**src/rtl/cmdpk_pkg.sv**
```systemverilog
package cmdpk_pkg;
  localparam int OFF_W     = 20;
  localparam int DATA_W    = 32;
  localparam int MAX_WORDS = 4;
  localparam int NW_W      = $clog2(MAX_WORDS + 1);
  localparam int IDX_W     = $clog2(MAX_WORDS);

  localparam logic [7:0] OPC_DIRECT  = 8'h01;
  localparam logic [7:0] OPC_INDEXED = 8'h09;
  localparam logic [3:0] BE_ALL      = 4'hF;

  typedef enum logic [1:0] {
    KIND_DROP,
    KIND_DIRECT,
    KIND_MERGE,
    KIND_OPEN
  } req_kind_e;

  function automatic logic [DATA_W-1:0] direct_hdr(input logic [OFF_W-1:0] off);
    return {OPC_DIRECT, BE_ALL, off};
  endfunction

  function automatic logic [DATA_W-1:0] indexed_hdr(input logic [OFF_W-1:0] off);
    return {OPC_INDEXED, 4'h0, off};
  endfunction
endpackage

```
**src/rtl/cmdpk_planner.sv**
```systemverilog
module cmdpk_planner
  import cmdpk_pkg::*;
#(
  parameter int DEPTH = 2048,
  parameter int FP_W  = 13
) (
  input  logic                                  req_indexed_i,
  input  logic [OFF_W-1:0]                      req_offset_i,
  input  logic [DATA_W-1:0]                     req_data_i,
  input  logic [FP_W-1:0]                       free_i,
  input  logic [FP_W-1:0]                       ins_i,
  input  logic                                  cur_valid_i,
  input  logic [OFF_W-1:0]                      cur_off_i,
  input  logic [FP_W-1:0]                       count_i,
  output req_kind_e                             kind_o,
  output logic [NW_W-1:0]                       n_words_o,
  output logic [MAX_WORDS-1:0][FP_W-1:0]        w_addr_o,
  output logic [MAX_WORDS-1:0][DATA_W-1:0]      w_data_o,
  output logic [FP_W-1:0]                       free_nxt_o,
  output logic [FP_W-1:0]                       ins_nxt_o,
  output logic [FP_W-1:0]                       count_nxt_o
);
  logic [FP_W-1:0] base;
  logic [FP_W-1:0] nxt;

  always_comb begin
    kind_o      = KIND_DROP;
    n_words_o   = '0;
    w_addr_o    = '0;
    w_data_o    = '0;
    free_nxt_o  = free_i;
    ins_nxt_o   = ins_i;
    count_nxt_o = count_i;
    base        = free_i + FP_W'(free_i[0]);
    nxt         = free_i + FP_W'(1);
    if (free_i >= FP_W'(DEPTH)) begin
      kind_o = KIND_DROP;
    end else if (!req_indexed_i) begin
      kind_o      = KIND_DIRECT;
      n_words_o   = NW_W'(2);
      w_addr_o[0] = free_i;
      w_data_o[0] = req_data_i;
      w_addr_o[1] = free_i + FP_W'(1);
      w_data_o[1] = direct_hdr(req_offset_i);
      free_nxt_o  = free_i + FP_W'(2);
      ins_nxt_o   = free_i;
    end else if (cur_valid_i && (req_offset_i == cur_off_i)) begin
      // extend open burst: append value, rewrite count at start
      kind_o      = KIND_MERGE;
      count_nxt_o = count_i + FP_W'(1);
      w_addr_o[0] = free_i;
      w_data_o[0] = req_data_i;
      w_addr_o[1] = ins_i;
      w_data_o[1] = DATA_W'(count_nxt_o);
      w_addr_o[2] = nxt;
      w_data_o[2] = '0;
      n_words_o   = nxt[0] ? NW_W'(3) : NW_W'(2);
      free_nxt_o  = nxt;
    end else begin
      kind_o      = KIND_OPEN;
      n_words_o   = NW_W'(4);
      w_addr_o[0] = base;
      w_data_o[0] = DATA_W'(1);
      w_addr_o[1] = base + FP_W'(1);
      w_data_o[1] = indexed_hdr(req_offset_i);
      w_addr_o[2] = base + FP_W'(2);
      w_data_o[2] = req_data_i;
      w_addr_o[3] = base + FP_W'(3);
      w_data_o[3] = '0;
      free_nxt_o  = base + FP_W'(3);
      ins_nxt_o   = base;
      count_nxt_o = FP_W'(1);
    end
  end
endmodule

```
**src/rtl/cmdpk_word_seq.sv**
```systemverilog
module cmdpk_word_seq
  import cmdpk_pkg::*;
#(
  parameter int FP_W = 13
) (
  input  logic                             clk_i,
  input  logic                             rst_ni,
  input  logic                             load_i,
  input  logic [NW_W-1:0]                  n_i,
  input  logic [MAX_WORDS-1:0][FP_W-1:0]   addr_i,
  input  logic [MAX_WORDS-1:0][DATA_W-1:0] data_i,
  output logic                             busy_o,
  output logic [FP_W-1:0]                  addr_o,
  output logic [DATA_W-1:0]                data_o
);
  logic [MAX_WORDS-1:0][FP_W-1:0]   slot_addr_q;
  logic [MAX_WORDS-1:0][DATA_W-1:0] slot_data_q;
  logic [IDX_W-1:0]                 idx_q;
  logic [IDX_W-1:0]                 last_q;
  logic                             busy_q;

  always_ff @(posedge clk_i or negedge rst_ni) begin
    if (!rst_ni) begin
      slot_addr_q <= '0;
      slot_data_q <= '0;
      idx_q       <= '0;
      last_q      <= '0;
      busy_q      <= 1'b0;
    end else if (load_i && (n_i != '0)) begin
      slot_addr_q <= addr_i;
      slot_data_q <= data_i;
      idx_q       <= '0;
      last_q      <= IDX_W'(n_i - NW_W'(1));
      busy_q      <= 1'b1;
    end else if (busy_q) begin
      if (idx_q == last_q) busy_q <= 1'b0;
      else                 idx_q  <= idx_q + IDX_W'(1);
    end
  end

  assign busy_o = busy_q;
  assign addr_o = slot_addr_q[idx_q];
  assign data_o = slot_data_q[idx_q];
endmodule

```
**src/rtl/cmdpk_line_fill.sv**
```systemverilog
module cmdpk_line_fill #(
  parameter int FP_W = 13
) (
  input  logic            clk_i,
  input  logic            rst_ni,
  input  logic            start_i,
  input  logic [FP_W-1:0] from_i,
  input  logic [FP_W-1:0] to_i,
  output logic            busy_o,
  output logic [FP_W-1:0] addr_o
);
  logic [FP_W-1:0] cur_q;
  logic [FP_W-1:0] end_q;
  logic            busy_q;
  logic [FP_W-1:0] cur_inc;

  assign cur_inc = cur_q + FP_W'(1);

  always_ff @(posedge clk_i or negedge rst_ni) begin
    if (!rst_ni) begin
      cur_q  <= '0;
      end_q  <= '0;
      busy_q <= 1'b0;
    end else if (start_i) begin
      cur_q  <= from_i;
      end_q  <= to_i;
      busy_q <= (from_i < to_i);
    end else if (busy_q) begin
      cur_q <= cur_inc;
      if (cur_inc >= end_q) busy_q <= 1'b0;
    end
  end

  assign busy_o = busy_q;
  assign addr_o = cur_q;
endmodule

```
**src/rtl/cmd_packer.sv**
```systemverilog
module cmd_packer
  import cmdpk_pkg::*;
#(
  parameter int DEPTH      = 2048,
  parameter int LINE_BYTES = 64,
  localparam int AW        = $clog2(DEPTH),
  localparam int FP_W      = AW + 2,
  localparam int TAIL_W    = FP_W + 2
) (
  input  logic              clk_i,
  input  logic              rst_ni,
  input  logic              req_valid_i,
  input  logic              req_indexed_i,
  input  logic [19:0]       req_offset_i,
  input  logic [31:0]       req_data_i,
  output logic              req_ready_o,
  input  logic              commit_i,
  output logic              ram_we_o,
  output logic [AW-1:0]     ram_addr_o,
  output logic [31:0]       ram_wdata_o,
  output logic [FP_W-1:0]   free_pos_o,
  output logic [TAIL_W-1:0] tail_o,
  output logic              tail_valid_o,
  output logic              overflow_o
);
  localparam int LINE_WORDS = LINE_BYTES / 4;
  localparam int LW_LOG     = $clog2(LINE_WORDS);

  logic [FP_W-1:0]  free_q, ins_q, count_q;
  logic             cur_valid_q;
  logic [OFF_W-1:0] cur_off_q;
  logic             ovf_q;
  logic [TAIL_W-1:0] tail_q;
  logic             tail_vld_q;

  req_kind_e                        kind;
  logic [NW_W-1:0]                  n_words;
  logic [MAX_WORDS-1:0][FP_W-1:0]   w_addr;
  logic [MAX_WORDS-1:0][DATA_W-1:0] w_data;
  logic [FP_W-1:0]                  free_nxt, ins_nxt, count_nxt;

  logic             seq_busy, fill_busy;
  logic [FP_W-1:0]  seq_addr, fill_addr, wr_addr;
  logic [DATA_W-1:0] seq_data;
  logic             req_acc, com_acc, com_live;
  logic [FP_W-1:0]  line_up, tail_words;

  assign req_ready_o = !seq_busy && !fill_busy;
  assign com_acc     = commit_i && req_ready_o;
  assign req_acc     = req_valid_i && req_ready_o && !commit_i;
  assign com_live    = com_acc && (free_q != '0);

  assign line_up    = free_q + FP_W'(LINE_WORDS - 1);
  assign tail_words = {line_up[FP_W-1:LW_LOG], {LW_LOG{1'b0}}};

  cmdpk_planner #(.DEPTH(DEPTH), .FP_W(FP_W)) u_plan (
    .req_indexed_i (req_indexed_i),
    .req_offset_i  (req_offset_i),
    .req_data_i    (req_data_i),
    .free_i        (free_q),
    .ins_i         (ins_q),
    .cur_valid_i   (cur_valid_q),
    .cur_off_i     (cur_off_q),
    .count_i       (count_q),
    .kind_o        (kind),
    .n_words_o     (n_words),
    .w_addr_o      (w_addr),
    .w_data_o      (w_data),
    .free_nxt_o    (free_nxt),
    .ins_nxt_o     (ins_nxt),
    .count_nxt_o   (count_nxt)
  );

  cmdpk_word_seq #(.FP_W(FP_W)) u_seq (
    .clk_i  (clk_i),
    .rst_ni (rst_ni),
    .load_i (req_acc && (kind != KIND_DROP)),
    .n_i    (n_words),
    .addr_i (w_addr),
    .data_i (w_data),
    .busy_o (seq_busy),
    .addr_o (seq_addr),
    .data_o (seq_data)
  );

  cmdpk_line_fill #(.FP_W(FP_W)) u_fill (
    .clk_i   (clk_i),
    .rst_ni  (rst_ni),
    .start_i (com_live),
    .from_i  (free_q),
    .to_i    (tail_words),
    .busy_o  (fill_busy),
    .addr_o  (fill_addr)
  );

  always_ff @(posedge clk_i or negedge rst_ni) begin
    if (!rst_ni) begin
      free_q      <= '0;
      ins_q       <= '0;
      count_q     <= '0;
      cur_valid_q <= 1'b0;
      cur_off_q   <= '0;
      ovf_q       <= 1'b0;
      tail_q      <= '0;
      tail_vld_q  <= 1'b0;
    end else begin
      tail_vld_q <= com_live;
      if (com_live) begin
        tail_q      <= {tail_words, 2'b00};
        free_q      <= '0;
        ins_q       <= '0;
        count_q     <= '0;
        cur_valid_q <= 1'b0;
        ovf_q       <= 1'b0;
      end else if (req_acc) begin
        if (kind == KIND_DROP) begin
          ovf_q <= 1'b1;
        end else begin
          free_q  <= free_nxt;
          ins_q   <= ins_nxt;
          count_q <= count_nxt;
          // a direct write must never be extended as a burst
          cur_valid_q <= (kind != KIND_DIRECT);
          if (kind == KIND_OPEN) cur_off_q <= req_offset_i;
        end
      end
    end
  end

  assign wr_addr     = seq_busy ? seq_addr : fill_addr;
  assign ram_we_o    = (seq_busy || fill_busy) && (wr_addr < FP_W'(DEPTH));
  assign ram_addr_o  = wr_addr[AW-1:0];
  assign ram_wdata_o = seq_busy ? seq_data : '0;

  assign free_pos_o   = free_q;
  assign tail_o       = tail_q;
  assign tail_valid_o = tail_vld_q;
  assign overflow_o   = ovf_q;
endmodule

```
**config.mk**
```make
export PLATFORM = sky130hd
export DESIGN_NAME = cmd_packer
export DESIGN_NICKNAME = d
export VERILOG_FILES = /design/src/rtl/cmdpk_pkg.sv /design/src/rtl/cmdpk_planner.sv /design/src/rtl/cmdpk_word_seq.sv /design/src/rtl/cmdpk_line_fill.sv /design/src/rtl/cmd_packer.sv
export SDC_FILE = /design/constraint.sdc
export NUM_CORES = 1
export LEC_CHECK = 0
export BUFFER_PORTS_ARGS = -buffer_cell sky130_fd_sc_hd__buf_2
export CORE_ASPECT_RATIO = 1.1
export CORE_UTILIZATION = 45
export CTS_CLUSTER_DIAMETER = 80
export DETAILED_ROUTE_END_ITERATION = 6
export PLACE_DENSITY_LB_ADDON = 0.1
export SLEW_MARGIN = 20
export SYNTH_ARGS = -nofsm -noshare
export SYNTH_HDL_FRONTEND = slang
export SYNTH_SLANG_ARGS = --single-unit
```
**constraint.sdc**
```tcl
create_clock -name clk_i -period 3.55 [get_ports clk_i]
set_input_delay 0.1775 -clock clk_i [delete_from_list [all_inputs] [get_ports clk_i]]
set_output_delay 0.1775 -clock clk_i [all_outputs]
set_load 0.005 [all_outputs]
```
==> results_dict.tcl <==
set metrics [dict create \
    max_freq_ghz 0.3132 \
    grt_remaining_overflow 0 \
    fin_nets 1526 \
    rsz0062_at_grt "false" \
    ys_ff_latch 228 \
    min_from "commit_i" \
    die-area_um2 28240 \
    design_area_um2 14920 \
    clock_sinks 228 \
    start_util_pct 45.88 \
    reg2reg_setup_slack_ns 0.36 \
    rows 63 \
    syn-mean-instance-area_um2 9.677 \
    p_leak_nw 6.778 \
    cts_buffers 27 \
    cts_tree "done" \
    synth_edf_count 0 \
    min_to "u_fill.addr_o[8]" \
    ys.flop_type "dfrtp_1" \
    crit_type "flip-flop to flip-flop" \
    grt_usage_pct 25.88 \
    post-cts-setup-buffers 0 \
    synthDistinctLibCells 62 \
    gp_congestion 0.8558 \
    ff2ff_path_depth 9 \
    start_kind "flip-flop" \
    setup_viol 0 \
    finalCriticalPeriod_ns 3.193 \
    syn_inst 1282 \
    relSlewSlack_pct 48.25 \
    required_ns 3.95 \
    r2r-start "free_pos_o[0]" \
    layout_common_cells "dfrtp_1 (225), nand2_1 (209), buf_2 (124)" \
    ios 132 \
    cap_violations 0 \
    min_path_type "input pin to flip-flop" \
    numPlacedInstances 1717 \
    final.setup_skew_ns 0.01879 \
    dpl_cell_area_um2 13480 \
    avgViaCountPerCell 5.566 \
    tightestPinTransition_ns 0.7762 \
    clockRootBuffer "clkbuf_16" \
    drc_errors 0 \
    grt_max_degree 97 \
    ys_seq_area_share_pct 45.99 \
    dr.pass1.iters 7 \
    r2r-end "free_pos_o[9]" \
    num_vias 10136 \
    wl_um 36140 \
    drtIter0Drc 703 \
    crit_path_max_fanout 10 \
    fp.dieH_um 176.1 \
    hold_depth 4 \
    insertion_delay_ns 0.55 \
    drive_gt1_share_pct 18.99 \
    maxSlewViolCount 0 \
    powerDensity_nw_per_um2 694.9 \
    cts.clk_slew.worst_paths_ns 0.06 \
    synthArstFlopShare_pct 100.0 \
    outcome "complete, no violations" \
    core_um2 27040 \
    cp-end-kind "flip-flop" \
    yosys_warnings 0 \
    netlist_area_um2 12410 \
    antenna_left 0 \
    cts_buffer_depth 3 \
    grt_pass1_vias 9979 \
    fin_crit_sh_pct 89.94 \
    diodes 0 \
    h-tree-depth 1 \
    dieWidth_um 160.3 \
    io_buffers 125 \
    peakVddDrop_mv 0.3829 \
    final_common_cell "dfrtp_1" \
    grt_pass1_wl_um 57370 \
    routedWlPerCell_um 19.84 \
    syn_to_final_growth_pct 20.26 \
    antenna_found_initial 0 \
    final_cells 1821 \
    cp.arrival_ns 3.60 \
    hold_viol 0 \
    setup_tns_ns 0 \
    p_total_w 0.01037 \
    dpl.hpwl_um 24390 \
]
==> worst max-delay path, stage by stage (launching register included) <==
cell	delay, ns
dfrtp_1	0.54
inv_1	0.23
ha_1	0.55
ha_1	0.26
o21ai_1	0.16
nor4b_4	0.45
nor3b_1	0.34
nand2_1	0.12
xnor2_1	0.25
o221ai_1	0.16
==> cell families (layout without fill, tap and decap cells) <==
group                      count (synthesis)  in the layout  share of synthesized area (%)
buffers and inverters                    120            297                          4.448
muxes                                     93             93                          8.946
other                                      1              6                        0.03023
DFF                                      228            228                          45.99
and+or+nand+nor                          435            435                          16.22
AOI/OAI and AO/OA                        284            284                          15.04
adders and majority gates                 26             26                          2.622
xor gates and xnor gates                  95             95                          6.707
==> layer usage <==
layer	wire (um)	vias up	part of all wire, %	GRT usage, %
met2	16410	288	45	40.43
met1	16930	4997	47	37.48
met4	931	0	2.6	7.341
li1	-	4791	-	-
met3	1861	60	5.1	3.618
met5	0	-	0	0
==> final cells by class <==
| cell class | instances | area (um^2) |
|---|---|---|
| clock buffers | 41 | 828.3 |
| clock inverters | 9 | 73.82 |
| fillers | 2451 | 12120 |
| inverters | 24 | 90.09 |
| multi-input cells | 939 | 6215 |
| flip-flops and latches | 228 | 5709 |
| well taps | 357 | 446.7 |
| repair buffers | 223 | 1556 |
==> worst max-delay path by stage <==
stage,start,end,slack (ns)
after floorplan,cur_off_q[18],u_seq.slot_data_q[45],0.60
after global placement,free_pos_o[1],free_pos_o[9],0.23
after detailed placement,free_pos_o[1],free_pos_o[9],0.27
after CTS,free_pos_o[1],free_pos_o[9],0.25
after global routing,free_pos_o[0],free_pos_o[9],0.06
final,free_pos_o[0],free_pos_o[9],0.36
==> cells in the mapped netlist, types with 3 or more instances <==
| master | count | area (um^2) |
|---|---|---|
| buf_1 | 9 | 33.78 |
| a21oi_1 | 20 | 100.1 |
| nor2b_1 | 6 | 37.54 |
| nand2_1 | 209 | 784.5 |
| o21ai_1 | 48 | 240.2 |
| o21ai_0 | 84 | 420.4 |
| nor3_2 | 3 | 30.03 |
| buf_2 | 24 | 120.1 |
| buf_4 | 17 | 127.6 |
| nand3_1 | 26 | 130.1 |
| xor2_1 | 41 | 359.1 |
| nand3b_1 | 3 | 22.52 |
| ha_1 | 26 | 325.3 |
| a31oi_1 | 6 | 37.54 |
| or3_1 | 8 | 50.05 |
| a211oi_1 | 15 | 112.6 |
| or2_2 | 3 | 18.77 |
| nor4_1 | 6 | 37.54 |
| a22oi_1 | 9 | 67.56 |
| mux4_2 | 11 | 247.7 |
| o22a_1 | 3 | 26.28 |
| a221o_1 | 6 | 60.06 |
| a22o_1 | 55 | 481.7 |
| nor2_1 | 76 | 285.3 |
| and2_1 | 34 | 212.7 |
| nand4_1 | 10 | 62.56 |
| dfrtp_1 | 228 | 5705 |
| o221ai_1 | 4 | 35.03 |
| nor3_1 | 22 | 110.1 |
| mux2i_1 | 49 | 490.5 |
| clkbuf_1 | 45 | 168.9 |
| inv_1 | 23 | 86.33 |
| and3_1 | 10 | 62.56 |
| mux2_2 | 33 | 371.6 |
| nand2b_1 | 7 | 43.79 |
| a21o_1 | 7 | 52.55 |
| xnor2_1 | 54 | 473.0 |
| o31ai_1 | 10 | 75.07 |
| nor3b_1 | 4 | 30.03 |
==> registers in the layout, summed over array words and instances, names as in the netlist <==
name	cells
u_seq.last_q	2
u_seq.idx_q	2
u_fill.busy_o	1
cur_valid_q	1
u_fill.addr_o	13
u_seq.slot_data_q	86
cur_off_q	20
tail_valid_o	1
ins_q	13
u_fill.end_q	9
u_seq.slot_addr_q	52
u_seq.busy_o	1
free_pos_o	13
count_q	13
overflow_o	1
==> per-stage QoR <==
step                      utilization, %  hold slack [ns]  worst slack [ns]
after floorplan                        -          -0.1181            0.5959
after global placement             49.84           0.2703            0.2266
after detailed placement           49.84           0.2692            0.2740
after CTS                          55.18          0.08284            0.2471
after global routing               55.18           0.1154           0.06409
final                              55.18           0.1108            0.3570
==> where the power goes <==
part	internal, W	switching, W
sequential	0.00340	0.000697
combinational	0.00160	0.00186
clock	0.00167	0.00113
total	0.00668	0.00369
==> timing repair <==
| action | 4_1_cts | 5_1_grt |
|---|---|---|
| gates resized for setup | 0 | 1 |
| hold buffers | 54 | 0 |
| endpoints found under the hold margin | 196 | 0 |
| endpoints found under the setup margin | 0 | 1 |
Power figures use the tool's default switching activity.
